[src/rtl/wdt_pkg.sv]
package wdt_pkg;
  localparam logic [7:0] OFS_RSTDONE = 8'h14;
  localparam logic [7:0] OFS_STATUS  = 8'h18;
  localparam logic [7:0] OFS_COUNT   = 8'h28;
  localparam logic [7:0] OFS_LOAD    = 8'h2C;
  localparam logic [7:0] OFS_POST    = 8'h34;
  localparam logic [7:0] OFS_SS      = 8'h48;

  localparam logic [15:0] KEY_STOP_A = 16'hAAAA;
  localparam logic [15:0] KEY_STOP_B = 16'h5555;
  localparam logic [15:0] KEY_RUN_A  = 16'hBBBB;
  localparam logic [15:0] KEY_RUN_B  = 16'h4444;

  localparam int POST_BIT = 4;

  typedef enum logic [1:0] {SEQ_IDLE, SEQ_STOP_A, SEQ_RUN_A} seq_t;

  typedef struct packed {
    logic ss;
    logic count;
    logic load;
    logic status;
  } wsel_t;
endpackage

[src/rtl/wdt_bus.sv]
module wdt_bus
  import wdt_pkg::*;
#(
  parameter int ADDR_W = 8,
  parameter int DATA_W = 32
) (
  input  logic              clk,
  input  logic              rst,
  input  logic              we,
  input  logic [ADDR_W-1:0] addr,
  input  logic [DATA_W-1:0] cnt,
  input  logic [DATA_W-1:0] load,
  input  logic              ovf,
  input  logic              pend,
  input  logic [DATA_W-1:0] ss_word,
  output wsel_t             wsel,
  output logic [DATA_W-1:0] rdata
);
  logic rst_done;

  always_comb begin
    wsel.ss     = we && (addr == ADDR_W'(OFS_SS));
    wsel.count  = we && (addr == ADDR_W'(OFS_COUNT));
    wsel.load   = we && (addr == ADDR_W'(OFS_LOAD));
    wsel.status = we && (addr == ADDR_W'(OFS_STATUS));
  end

  always_ff @(posedge clk) begin
    if (rst) begin
      rst_done <= 1'b0;
      rdata    <= '0;
    end else begin
      rst_done <= 1'b1;
      if (addr == ADDR_W'(OFS_RSTDONE))     rdata <= DATA_W'(rst_done);
      else if (addr == ADDR_W'(OFS_STATUS)) rdata <= DATA_W'(ovf);
      else if (addr == ADDR_W'(OFS_COUNT))  rdata <= cnt;
      else if (addr == ADDR_W'(OFS_LOAD))   rdata <= load;
      else if (addr == ADDR_W'(OFS_POST))   rdata <= DATA_W'(pend) << POST_BIT;
      else if (addr == ADDR_W'(OFS_SS))     rdata <= ss_word;
      else                                  rdata <= '0;
    end
  end

  p_onehot_sel_r2: assert property (@(posedge clk) disable iff (rst)
    $onehot0({wsel.ss, wsel.count, wsel.load, wsel.status}));
endmodule

[src/rtl/wdt_keyseq.sv]
module wdt_keyseq
  import wdt_pkg::*;
#(
  parameter int DATA_W   = 32,
  parameter int PEND_CYC = 4
) (
  input  logic              clk,
  input  logic              rst,
  input  logic              ss_we,
  input  logic [DATA_W-1:0] wdata,
  output logic              pend,
  output logic              running,
  output logic [DATA_W-1:0] ss_word
);
  localparam int PW = $clog2(PEND_CYC + 1);

  logic [PW-1:0] pend_cnt;
  seq_t          seq;
  logic          cmd_vld;
  logic          cmd_run;
  logic          accept;

  assign pend   = (pend_cnt != '0);
  assign accept = ss_we && !pend;

  always_ff @(posedge clk) begin
    if (rst) begin
      pend_cnt <= '0;
      seq      <= SEQ_IDLE;
      cmd_vld  <= 1'b0;
      cmd_run  <= 1'b0;
      running  <= 1'b0;
      ss_word  <= '0;
    end else if (accept) begin
      pend_cnt <= PW'(PEND_CYC);
      ss_word  <= wdata;
      if (wdata == DATA_W'(KEY_STOP_A)) begin
        seq <= SEQ_STOP_A;
      end else if (wdata == DATA_W'(KEY_RUN_A)) begin
        seq <= SEQ_RUN_A;
      end else if (seq == SEQ_STOP_A && wdata == DATA_W'(KEY_STOP_B)) begin
        seq     <= SEQ_IDLE;
        cmd_vld <= 1'b1;
        cmd_run <= 1'b0;
      end else if (seq == SEQ_RUN_A && wdata == DATA_W'(KEY_RUN_B)) begin
        seq     <= SEQ_IDLE;
        cmd_vld <= 1'b1;
        cmd_run <= 1'b1;
      end else begin
        seq <= SEQ_IDLE;
      end
    end else if (pend) begin
      pend_cnt <= pend_cnt - PW'(1);
      if (pend_cnt == PW'(1) && cmd_vld) begin
        running <= cmd_run;
        cmd_vld <= 1'b0;
      end
    end
  end

  p_run_at_clear_r10: assert property (@(posedge clk) disable iff (rst)
    !$stable(running) |-> $fell(pend));

  p_busy_ignore_r11: assert property (@(posedge clk) disable iff (rst)
    (ss_we && pend) |=> $stable(ss_word));

  p_pend_opens_r9: assert property (@(posedge clk) disable iff (rst)
    (ss_we && !pend) |=> pend);
endmodule

[src/rtl/wdt_count.sv]
module wdt_count #(
  parameter int DATA_W = 32
) (
  input  logic              clk,
  input  logic              rst,
  input  logic              running,
  input  logic              cnt_we,
  input  logic              load_we,
  input  logic              sts_we,
  input  logic [DATA_W-1:0] wdata,
  output logic [DATA_W-1:0] cnt,
  output logic [DATA_W-1:0] load,
  output logic              ovf,
  output logic              expire
);
  logic wrap;

  assign wrap = running && (cnt == '1);

  always_ff @(posedge clk) begin
    if (rst) begin
      cnt    <= '0;
      load   <= '0;
      ovf    <= 1'b0;
      expire <= 1'b0;
    end else begin
      expire <= wrap;
      if (cnt_we)       cnt <= wdata;
      else if (wrap)    cnt <= load;
      else if (running) cnt <= cnt + DATA_W'(1);
      if (load_we) load <= wdata;
      if (wrap)                  ovf <= 1'b1;
      else if (sts_we && wdata[0]) ovf <= 1'b0;
    end
  end

  p_hold_stopped_r3: assert property (@(posedge clk) disable iff (rst)
    (!running && !cnt_we) |=> $stable(cnt));

  p_step_running_r3: assert property (@(posedge clk) disable iff (rst)
    (running && !cnt_we && cnt != '1) |=> (cnt == $past(cnt) + DATA_W'(1)));

  p_expire_flag_r4: assert property (@(posedge clk) disable iff (rst)
    expire |-> ovf);

  p_expire_running_r4: assert property (@(posedge clk) disable iff (rst)
    expire |-> $past(running));

  p_expire_reload_r4: assert property (@(posedge clk) disable iff (rst)
    (expire && !$past(cnt_we) && !$past(load_we)) |-> (cnt == load));
endmodule

[src/rtl/keyed_watchdog.sv]
module keyed_watchdog
  import wdt_pkg::*;
#(
  parameter int ADDR_W   = 8,
  parameter int DATA_W   = 32,
  parameter int PEND_CYC = 4
) (
  input  logic              clk,
  input  logic              rst,
  input  logic              bus_we,
  input  logic [ADDR_W-1:0] bus_addr,
  input  logic [DATA_W-1:0] bus_wdata,
  output logic [DATA_W-1:0] bus_rdata,
  output logic              wdt_expire
);
  wsel_t             wsel;
  logic [DATA_W-1:0] cnt;
  logic [DATA_W-1:0] load;
  logic [DATA_W-1:0] ss_word;
  logic              ovf;
  logic              pend;
  logic              running;

  wdt_bus #(.ADDR_W(ADDR_W), .DATA_W(DATA_W)) u_bus (
    .clk(clk), .rst(rst), .we(bus_we), .addr(bus_addr),
    .cnt(cnt), .load(load), .ovf(ovf), .pend(pend), .ss_word(ss_word),
    .wsel(wsel), .rdata(bus_rdata)
  );

  wdt_keyseq #(.DATA_W(DATA_W), .PEND_CYC(PEND_CYC)) u_seq (
    .clk(clk), .rst(rst), .ss_we(wsel.ss), .wdata(bus_wdata),
    .pend(pend), .running(running), .ss_word(ss_word)
  );

  wdt_count #(.DATA_W(DATA_W)) u_cnt (
    .clk(clk), .rst(rst), .running(running),
    .cnt_we(wsel.count), .load_we(wsel.load), .sts_we(wsel.status),
    .wdata(bus_wdata), .cnt(cnt), .load(load), .ovf(ovf), .expire(wdt_expire)
  );
endmodule

[config.mk]
export PLATFORM = sky130hd
export DESIGN_NAME = keyed_watchdog
export DESIGN_NICKNAME = d
export VERILOG_FILES = /design/src/rtl/wdt_pkg.sv /design/src/rtl/wdt_bus.sv /design/src/rtl/wdt_keyseq.sv /design/src/rtl/wdt_count.sv /design/src/rtl/keyed_watchdog.sv
export SDC_FILE = /design/constraint.sdc
export NUM_CORES = 1
export LEC_CHECK = 0
export BUFFER_PORTS_ARGS = -buffer_cell sky130_fd_sc_hd__buf_4
export CAP_MARGIN = 20
export CORE_MARGIN = 2
export CORE_UTILIZATION = 58
export DETAILED_ROUTE_END_ITERATION = 10
export HOLD_SLACK_MARGIN = 0.1
export PLACE_DENSITY_LB_ADDON = 0.25
export SYNTH_ARGS = -nofsm -noshare
export SYNTH_HDL_FRONTEND = slang
export SYNTH_SLANG_ARGS = --single-unit
[constraint.sdc]
create_clock -name clk -period 2.6 [get_ports clk]
set_clock_uncertainty 0.1 [all_clocks]
set_input_delay 0.26 -clock clk [delete_from_list [all_inputs] [get_ports clk]]
set_output_delay 0.26 -clock clk [all_outputs]
set_load 0.01 [all_outputs]
Word-level counts from Yosys, hierarchy flattened
Index checks and enable logic that the tools add are counted.
{ "totals": {"ff_bits": 139, "input_bits": 43, "output_inout_bits": 33} }
{ "op_classes": {"n_addsub": 2, "eq_ne": 17, "muxes": 24, "n_bitwise": 3, "reduce_logical": 22} }
{ "op_table": {"columns": ["op", "count"], "rows": [
  ["$mux 32", 7],
  ["$eq 32x15->1 const B", 2],
  ["$eq 32x16->1 const B", 2],
  ["$add 32x1->32 const B", 1],
  ["$eq 32x32->1 const B", 1],
  ["$eq 8x6->1 const B", 3],
  ["$eq 8x5->1 const B", 2],
  ["$mux 1", 13],
  ["$logic_and 1x1->1", 10],
  ["$eq 8x7->1 const B", 1],
  ["$reduce_bool 2->1", 4],
  ["$mux 3", 2],
  ["$reduce_bool 3->1", 2],
  ["$reduce_and 5->1", 1],
  ["$mux 2", 2],
  ["$ne 2x2->1 const B", 2],
  ["$reduce_and 4->1", 1],
  ["$eq 3x1->1 const B", 1],
  ["$ne 3x3->1 const B", 1],
  ["$not 1->1", 3],
  ["$reduce_and 3->1", 1],
  ["$reduce_or 3->1", 1],
  ["$sub 3x1->3 const B", 1],
  ["$eq 2x1->1 const B", 1],
  ["other kinds (3)", 3]
]} }

Longest topological paths before layout
Gate-level depths: netlist of the first run.
{ "depth": {"word_depth": 7, "mapped_depth": 8, "ltp_nobuf": 7} }

Cells and area by module
From an unflattened synthesis of the first run, not the netlist that was laid out.
{ "unflattened": {"hier_cells": 828, "hier_area_um2": 6866.6} }
{ "by_module_without_submodules": {"columns": ["mod", "instances", "cells_each", "area_each_um2", "seq_area_each_um2"], "rows": [
  ["wdt_count", 1, 422, 3508.4, 1321.3],
  ["wdt_bus", 1, 206, 1721.7, 660.6],
  ["wdt_keyseq", 1, 200, 1636.6, 800.8]
]} }

Least setup slack after synthesis of the first run
Ideal clock, no wire load.
{ "synth_path": {"path_type": "register to register", "startpoint": "register u_cnt.cnt[1]", "endpoint": "register u_cnt.cnt[31]", "arrival_ps": 1818, "slack_ps": 549, "path_stages_with_launch": 8, "path_buffers": 1, "period_less_slack_ps": 2051, "path_cell_list": "dfxtp_1 ha_1 and4_1 clkbuf_1 nand4_1 or4_1 a21oi_1 a211oi_1"} }
{ "synth_between": {"elab_chain_len": 4, "word_cells_on_any_way": 7} }
{ "synth_rtl": {"columns": ["element", "line", "source"], "rows": [
  ["start: declaration", "wdt_count.sv:11", "output logic [DATA_W-1:0] cnt,"],
  ["start signal: assignment", "wdt_count.sv:28", "if (cnt_we) cnt <= wdata;"],
  ["start signal: assignment", "wdt_count.sv:29", "else if (wrap) cnt <= load;"],
  ["start signal: assignment", "wdt_count.sv:30", "else if (running) cnt <= cnt + DATA_W'(1);"],
  ["$add 32x1->32 or $eq 32x32->1 (tied branches)", "wdt_count.sv:30, wdt_count.sv:18", null],
  ["$mux 32 or $logic_and 1x1->1 (tied branches)", "wdt_count.sv:30, wdt_count.sv:18", null],
  ["$mux 32", "wdt_count.sv:29", null],
  ["$mux 32", "wdt_count.sv:28", null]
]} }
Several ways; a longest one is shown, not always the timed one. The select of a mux whose other input is x is not followed.
A chain may end at the register's enable or synchronous reset.

Worst setup path in the final report of the first run
{ "layout_path": {"startpoint": "input bus_wdata[18]", "endpoint": "register u_seq.seq[0]"} }
{ "layout_between": {"elab_chain_len": 2} }
{ "layout_rtl": {"columns": ["element", "line", "source"], "rows": [
  ["start: declaration", "keyed_watchdog.sv:12", "input logic [DATA_W-1:0] bus_wdata,"],
  ["$eq 32x16->1", "wdt_keyseq.sv:37", "if (wdata == DATA_W'(KEY_STOP_A)) begin"],
  ["$mux 2", "wdt_keyseq.sv:37", null],
  ["end signal: assignment", "wdt_keyseq.sv:38", "seq <= SEQ_STOP_A;"],
  ["end signal: assignment", "wdt_keyseq.sv:40", "seq <= SEQ_RUN_A;"],
  ["end signal: assignment", "wdt_keyseq.sv:42", "seq <= SEQ_IDLE;"],
  ["end: declaration", "wdt_keyseq.sv:18", "seq_t seq;"]
]} }
No other way between the ends.

==> results.toml, run 1 <==
[global_route]
grt_start_max_net_pins = 80
grt_pass1_vias = 6564
grtUsageTotal = 0.344
grt_pass1_wl_um = 34000
antenna_found_initial = 0
grt_remaining_overflow = 0

[synthesis]
avgSynthCellArea_sq_um = 8.61
netlist_area_sq_mm = 0.00661
synth-seq-area-share = 0.421
yosys.area.top_type = "dfxtp_1"
yosysTopAreaCellShare = 0.421
syn_nets = 814
syn_inst = 767
synth.area.top_cells = "dfxtp_1, mux2i_1, nor2_1, nand2_1, a222oi_1"
ys_async_sr_fraction = 0
synth_most_common_cell = "dfxtp_1"
synth-main-ff-cell = "dfxtp_1"
synth_edf_count = 0
yosys.cell_types.count = 65
synth_warnings = 0
yosys_register_bits = 139
synthTopCellsByCount = "dfxtp_1, nor2_1, nand2_1"

[drt]
drc = 0
drt-initial-drc-count = 898
vias = 6603
wl_um = 21000
drt-wirelength-per-cell_um = 20.7
via_per_inst = 6.52
ant_nets = 0
first_pass_iters = 9

[power_and_ir_drop]
p_per_area_mw_per_mm2 = 613
finalPower_w = 0.00505
p_leak_nw = 3.20
ir_drop_v = 0.000596

[worst_setup_path]
timing.rr.start = "u_cnt.cnt[9]$_SDFFE_PP0P_"
path_buf_inv = 2
critPathTopFamily = "simple AND/OR/NAND/NOR gates"
r2r_slack_ns = 0.22
path_class = "in -> reg"
cp.required_ns = 2.85
slowest_delay_ns = 0.58
worst-path-stages = 7
cp_slowest_cell = "nor4_1"
ff2ff_path_depth = 5
path_cells = "dlygate4sd3_1, buf_4, nor4_1, nand4_1, nor4_1, a22oi_1, nor2_1"
crit_arrival_ns = 2.66
worstSetupEndpoint = "u_seq.seq[0]$_SDFFE_PP0P_"
critPathLaunchType = "primary input"
path_common_cell = "nor4_1"
cp_max_fo = 4
rr_endpoint = "u_cnt.cnt[5]$_SDFFE_PP0P_"
cp-startpoint = "bus_wdata[18]"
crit_path_end_kind = "register"

[clocking]
cts-root-buf = "clkbuf_16"
cts_tree = "built"
cts_buffer_depth = 2
clock_latency_ns = 0.43
post_cts_buffers = 0
numCtsBuffers = 17
cts-resized-gates = 0
path_clk_slew_ns = 0.06
clock_sinks = 139
htreeDepth = 4
hold_buffers = 32

[sta]
rsz0062_at_grt = "false"
post-route-period-util = 0.927
setup_viol = 0
setup_tns_ns = 0
hold_ws_ns = 0.117
hold_viol = 0
slew_headroom = 0.351
worst_pin_slew_ns = 0.966
period_needed_ns = 2.41
slew_violations = 0
max_freq_mhz = 415

[finish]
num_antenna_cells = 0
design_area_sq_mm = 0.00824
final_layout_size_suffix_gt1_frac = 0.185
syn2layout_area_growth_pct = 24.6
nNetsFinal = 906
fin_cells = 1012
n_fill_cell = 784

[placement]
dp_hpwl_um = 13900
portBuffers = 75
routabilityCongestion = 0.946
placedCellCount = 948
placed_cell_area_sq_mm = 0.00730

[floorplan]
dieWidth_um = 111
fp.dieH_um = 111
die_area_sq_mm = 0.0123
io_pins = 76
core_sq_mm = 0.0110
num_rows = 38
initial_core_util = 0.602

[min_path]
hold_path_class = "in -> reg"

[run]
drv_cap = 0

[outcome]
status = "completed"
where the power goes:
part	total, W	switching (W)	internal (W)
Sequential	0.00217	0.0000175	0.00215
Clock	0.00253	0.000960	0.00157
Combinational	0.000351	0.000198	0.000154
sequential cells by signal, indices dropped and copies added (netlist names), 2 cells and up:
register	flops
u_bus.rdata	32
u_cnt.cnt	32
u_cnt.load	32
u_seq.pend_cnt	3
u_seq.seq	2
u_seq.ss_word	32
cell families (layout without fill, tap and decap cells):
kind of cell	after synthesis	in the layout	share of synthesized area
xor gates and xnor gates	15	15	0.0199
adders and majority gates	4	4	0.00757
muxes	41	41	0.0627
and+or+nand+nor	319	319	0.248
buffers and inverters	74	179	0.0500
AOI/OAI and AO/OA	175	175	0.190
DFF	139	139	0.421
area by class of cell:
| type | instances | area [sq um] | area share |
|---|---|---|---|
| multi-input combinational | 554 | 3500 | 0.425 |
| inverter | 10 | 37.5 | 0.00456 |
| clock buffer | 20 | 457 | 0.0555 |
| sequential | 139 | 2780 | 0.338 |
| timing repair buffer | 137 | 1120 | 0.136 |
| tap | 140 | 175 | 0.0213 |
| clock inverter | 12 | 163 | 0.0198 |
stage by stage:
stage,setup WS (ns),util
after floorplan,0.549,-
after global placement,0.364,0.664
after detailed placement,0.292,0.664
after CTS,0.260,0.750
after global routing,0.0902,0.750
final,0.189,0.750
cells in the final DEF (no fill, tap or decap), types with 4 or more instances in the layout:
cell type	n
nor2b_1	8
nor4_1	14
nand3_1	33
nor2_1	91
dfxtp_1	139
a31oi_1	5
inv_1	8
and4_1	9
ha_1	4
and3_1	5
clkbuf_16	17
a21boi_0	19
or3_1	5
xor2_1	8
buf_4	104
clkinvlp_4	5
o31a_1	5
a41oi_1	4
o22ai_1	20
a211oi_1	5
mux2i_1	38
nand2_1	87
nand4_1	17
a21oi_1	46
nor3_1	16
dlygate4sd3_1	32
o21ai_0	12
a221oi_1	4
o32ai_1	6
a222oi_1	30
xnor2_1	7
worst min-delay path by stage:
stage | startpoint | end | slack, ns | cells after the start
after floorplan | bus_wdata[10] | u_cnt.cnt[10]$_SDFFE_PP0P_ | 0.29 | 2
after CTS | rst | u_cnt.load[1]$_SDFFE_PP0P_ | 0.10 | 2
after global routing | rst | u_cnt.load[3]$_SDFFE_PP0P_ | 0.11 | 2
after detailed placement | u_seq.ss_word[23]$_SDFFE_PP0P_ | u_seq.ss_word[23]$_SDFFE_PP0P_ | 0.35 | 2
final | rst | u_cnt.load[7]$_SDFFE_PP0P_ | 0.12 | 2
after global placement | u_seq.ss_word[13]$_SDFFE_PP0P_ | u_seq.ss_word[13]$_SDFFE_PP0P_ | 0.34 | 2
metal layers:
| layer | track usage | share of wire | vias to the layer above |
|---|---|---|---|
| met3 | 0.0689 | 0.088 | 44 |
| met2 | 0.545 | 0.47 | 390 |
| met1 | 0.462 | 0.42 | 3144 |
| li1 | - | - | 3025 |
| met5 | 0 | 0 | - |
| met4 | 0.139 | 0.020 | 0 |
Power figures use the tool's default switching activity.
==> run 2, diff against run 1 <==
- PLACE_DENSITY: not set -> 0.79
- PLACE_DENSITY_LB_ADDON: 0.25 -> not set
==> run 2 against run 1 <==
Global-route usage fell by 0.10 points. Critical path type unchanged. Largest power group unchanged. Fmax increased by 2.9%. Worst hold slack improved by 0.037 ns. Highest routed layer unchanged. Design area barely moved.
==> results.toml, run 2 (synthesized netlist as in run 1, its figures left out) <==
[outcome]
status = "completed"

[floorplan]
initial_core_util = 0.602
core_sq_mm = 0.0110
fp.dieH_um = 111
num_rows = 38
io_pins = 76
die_area_sq_mm = 0.0123
dieWidth_um = 111

[finish]
syn2layout_area_growth_pct = 24.6
design_area_sq_mm = 0.00823
n_fill_cell = 787
fin_cells = 1014
num_antenna_cells = 0
final_cell_mix = "dfxtp_1, buf_4, nor2_1, nand2_1, a21oi_1"
final_common_cell = "dfxtp_1"
final_layout_size_suffix_gt1_frac = 0.183
nNetsFinal = 909

[placement]
placed_cell_area_sq_mm = 0.00732
portBuffers = 75
routabilityCongestion = 0.941
placedCellCount = 951
dp_hpwl_um = 13700

[power_and_ir_drop]
p_leak_nw = 3.23
p_per_area_mw_per_mm2 = 606
ir_drop_v = 0.000615

[worst_setup_path]
cp.required_ns = 2.85
cp-startpoint = "bus_wdata[18]"
crit_path_end_kind = "register"
cp_max_fo = 4
timing.rr.start = "u_cnt.cnt[28]$_SDFFE_PP0P_"
path_class = "in -> reg"
crit_arrival_ns = 2.59
critPathLaunchType = "primary input"

[global_route]
grt_pass1_wl_um = 33800
grt_start_max_net_pins = 58
grt_remaining_overflow = 0
grtUsageTotal = 0.343
grt_pass1_vias = 6477
antenna_found_initial = 0

[clocking]
clock_sinks = 139
cts_tree = "built"
post_cts_buffers = 0
cts-root-buf = "clkbuf_16"
cts-resized-gates = 0
cts_buffer_depth = 2
clock_latency_ns = 0.43
numCtsBuffers = 17
path_clk_slew_ns = 0.05
hold_buffers = 32
htreeDepth = 4

[sta]
post-route-period-util = 0.901
slew_violations = 0
setup_viol = 0
slew_headroom = 0.264
worst_pin_slew_ns = 1.10
setup_tns_ns = 0
max_freq_mhz = 427
hold_viol = 0
period_needed_ns = 2.34
rsz0062_at_grt = "false"

[drt]
drc = 0
via_per_inst = 6.59
drt-wirelength-per-cell_um = 20.7
ant_nets = 0
drt-initial-drc-count = 966
wl_um = 21000
first_pass_iters = 9
vias = 6687

[min_path]
hold_path_class = "in -> reg"
hold_start = "rst"

[run]
drv_cap = 0
run 2: power by group:
group          internal [W]  total [W]  switching (W)
combinational      0.000153   0.000347       0.000194
clock               0.00158    0.00247       0.000896
sequential          0.00215    0.00217      0.0000192
total               0.00388    0.00499        0.00111
run 2: per-layer routing:
metal  up-vias  track usage  share of wire
met5         -            0              0
met4         0        0.152          0.028
met3        60       0.0820          0.098
met2       404        0.532           0.46
met1      3197        0.456           0.42
li1       3026            -              -
run 2: worst max-delay path, stage by stage:
cell           delay [ns]
dlygate4sd3_1        0.53
buf_4                0.15
nor4_1               0.58
nand4_1              0.39
a2111oi_2            0.43
nor2_1               0.08
nor3_1               0.16
run 2: layout make-up:
type                    instances  area, sq um  area share
repair buffers                140         1140       0.139
well taps                     140          175      0.0213
multi-input cells             554         3500       0.425
inverters                      10         37.5     0.00456
clock buffers                  24          482      0.0585
clock inverters                 7          114      0.0138
flip-flops and latches        139         2780       0.338
run 2: worst paths after layout:
kind,endpoint,slack [ns],cells past startpoint
setup / recovery,u_seq.cmd_run$_SDFFE_PP0P_,0.26,7
hold / removal,u_bus.rst_done$_DFF_P_,0.15,2
hold reg to reg,u_seq.ss_word[16]$_SDFFE_PP0P_,0.36,2
setup reg to reg,u_cnt.cnt[23]$_SDFFE_PP0P_,0.30,6
run 2: per-stage QoR:
step                      utilization  setup slack, ns  total power, W  hold WS [ns]
after global routing            0.750            0.122         0.00510         0.157
after detailed placement        0.666            0.337         0.00252         0.347
after CTS                       0.750            0.326         0.00500         0.134
after global placement          0.666            0.443         0.00251         0.341
final                           0.750            0.256         0.00499         0.154
after floorplan                     -            0.549         0.00238         0.287
==> run 3, diff against run 2 <==
- ABC_AREA: not set -> 1
- CELL_PAD_IN_SITES_DETAIL_PLACEMENT: not set -> 0
- CELL_PAD_IN_SITES_GLOBAL_PLACEMENT: not set -> 1
- CORE_UTILIZATION: 58 -> 42
- PLACE_DENSITY: 0.79 -> 0.8
==> run 3 against run 2 <==
Fmax up 5.0%. Via count rose by 11%. Non-clock buffer count is 8 lower. Critical path type is now reg -> reg. Utilization fell by 22 points. Worst hold slack got worse by 0.042 ns. Design area grew 12%. Highest routed layer unchanged. Setup slack better by 0.11 ns. Largest cell class unchanged. Die area is 54% higher. Largest power group unchanged.
==> results.toml, run 3 <==
[worst_setup_path]
r2r_slack_ns = 0.37
path_class = "reg -> reg"
cp_max_fo = 13
critPathLaunchType = "register"
cp.required_ns = 2.86
crit_arrival_ns = 2.49
crit_path_end_kind = "register"

[synthesis]
yosysTopAreaCellShare = 0.373
synthMuxAreaShare = 0
synth-seq-area-share = 0.373
synth_top_family_by_area = "simple AND/OR/NAND/NOR gates"
netlist_area_sq_mm = 0.00747
synth_compound_area_frac = 0.159
yosys.area_share.simple = 0.322
synth_edf_count = 0
yosys.area.top_type = "dfxtp_1"
synth.area.top_cells = "dfxtp_1, nand2_1, inv_1, nand3_1, a21oi_1"
avgSynthCellArea_sq_um = 6.55
synth-main-ff-cell = "dfxtp_1"
ys_async_sr_fraction = 0
yosys.cell_types.count = 33
syn_nets = 1187
synth_most_common_cell = "nand2_1"
synth_warnings = 0
synthXorXnorAreaFrac = 0.00704
synthTopCellsByCount = "nand2_1, inv_1, dfxtp_1"
syn_inst = 1140
synth_fa_ha_area_frac = 0.00670
yosys_register_bits = 139

[finish]
syn2layout_area_growth_pct = 23.0
nNetsFinal = 1284
final_common_cell = "nand2_1"
final_layout_size_suffix_gt1_frac = 0.151
final_cell_mix = "nand2_1, inv_1, dfxtp_1, nand3_1, buf_4"
num_antenna_cells = 0
n_fill_cell = 1763

[power_and_ir_drop]
p_switching_w = 0.00120
internal-power_w = 0.00389
p_leak_nw = 3.80
seq_power_share = 0.426
p_per_area_mw_per_mm2 = 554
ir_drop_v = 0.000457
pwr-share-clk = 0.503
share_comb_of_total_power = 0.071
power_switching_share = 0.236

[sta]
setup_tns_ns = 0
rsz0062_at_grt = "false"
setup_viol = 0
slew_violations = 0
postLayoutSetupSlackWorst_ns = 0.368
post-route-period-util = 0.858
hold_viol = 0
worst_pin_slew_ns = 0.750
hold_ws_ns = 0.112
slew_headroom = 0.499
period_needed_ns = 2.23
max_freq_mhz = 448

[global_route]
antenna_found_initial = 0
grt_remaining_overflow = 0
grt_start_max_net_pins = 37
grt_pass1_wl_um = 37400
grt_pass1_vias = 6991
grtUsageTotal = 0.260

[floorplan]
dieWidth_um = 137
fp.dieH_um = 137
num_rows = 48
core_sq_mm = 0.0174
initial_core_util = 0.430
io_pins = 76
die_area_sq_mm = 0.0189

[drt]
drt-wirelength-per-cell_um = 15.8
first_pass_iters = 6
via_per_inst = 5.03
vias = 7419
drt-initial-drc-count = 672
ant_nets = 0
drc = 0
wl_um = 23300

[clocking]
cts-root-buf = "clkbuf_16"
htreeDepth = 4
cts-resized-gates = 0
numCtsBuffers = 17
path_clk_slew_ns = 0.06
clock_latency_ns = 0.43
clock_sinks = 139
cts_tree = "built"
cts_buffer_depth = 2

[placement]
preCtsSetupSlack_ns = 0.394
portBuffers = 75
routabilityCongestion = 0.945
dp_hpwl_um = 16400

[outcome]
status = "completed"

[run]
drv_cap = 0

[min_path]
hold_path_class = "in -> reg"
run 3: per-layer routing:
layer  vias up  share of wire  GRT usage
met5         -              0          0
met3        18          0.054     0.0401
met4         0          0.011     0.0682
met1      3360           0.50      0.372
met2       201           0.44      0.407
li1       3840              -          -
run 3: layout make-up:
cell class | count | area [sq um] | area share
multi-input combinational | 751 | 3700 | 0.403
sequential | 139 | 2780 | 0.303
timing repair buffer | 132 | 1070 | 0.117
inverter | 196 | 736 | 0.0801
clock buffer | 22 | 474 | 0.0516
tap | 225 | 282 | 0.0306
clock inverter | 10 | 140 | 0.0152
run 3: final timing paths:
kind | from | end | cells past startpoint
worst min-delay path | bus_wdata[12] | u_seq.ss_word[12]$_SDFFE_PP0P_ | 3
worst max-delay path | u_cnt.cnt[0]$_SDFFE_PP0P_ | u_cnt.cnt[13]$_SDFFE_PP0P_ | 10
worst max register to register | u_cnt.cnt[0]$_SDFFE_PP0P_ | u_cnt.cnt[13]$_SDFFE_PP0P_ | 10
worst min register to register | u_seq.ss_word[16]$_SDFFE_PP0P_ | u_seq.ss_word[16]$_SDFFE_PP0P_ | 2
run 3: cell families after synthesis:
group	count (synthesis)
AND/OR/NAND/NOR	532
buffers and inverters	250
AO/OA/AOI/OAI	209
adder cells (fa/ha/maj)	4
XOR/XNOR	6
flip-flops	139
run 3: worst max-delay path: stages, from the launching register on:
cell     delay (ns)
dfxtp_1        0.40
ha_1           0.20
nand2_2        0.08
nor2_4         0.15
nand2_4        0.10
nor2_8         0.17
nand3_2        0.30
buf_4          0.31
nand3_1        0.09
nand3_1        0.08
a21oi_1        0.18
run 3: per-stage QoR:
stage	instances	power [W]	utilization	cell area, sq um
after floorplan	1140	0.00240	-	7470
after global placement	1410	0.00254	0.475	8250
after detailed placement	1410	0.00254	0.475	8250
after CTS	1475	0.00512	0.529	9190
after global routing	1475	0.00526	0.529	9190
final	1475	0.00509	0.529	9190
run 3: power groups by stage:
stage,registers [W],clock network (W),logic (W)
3_3_place_gp,0.00221,0,0.000327
5_1_grt,0.00217,0.00267,0.000420
3_5_place_dp,0.00221,0,0.000327
6_report,0.00217,0.00256,0.000364
4_1_cts,0.00217,0.00258,0.000367
2_1_floorplan,0.00221,0,0.000187
run 3: timing repair:
item | in CTS | in global routing
buffers inserted | 0 | 0
endpoints found under the hold margin | 77 | 0
hold buffers | 33 | 0
setup endpoints to repair | 0 | 0
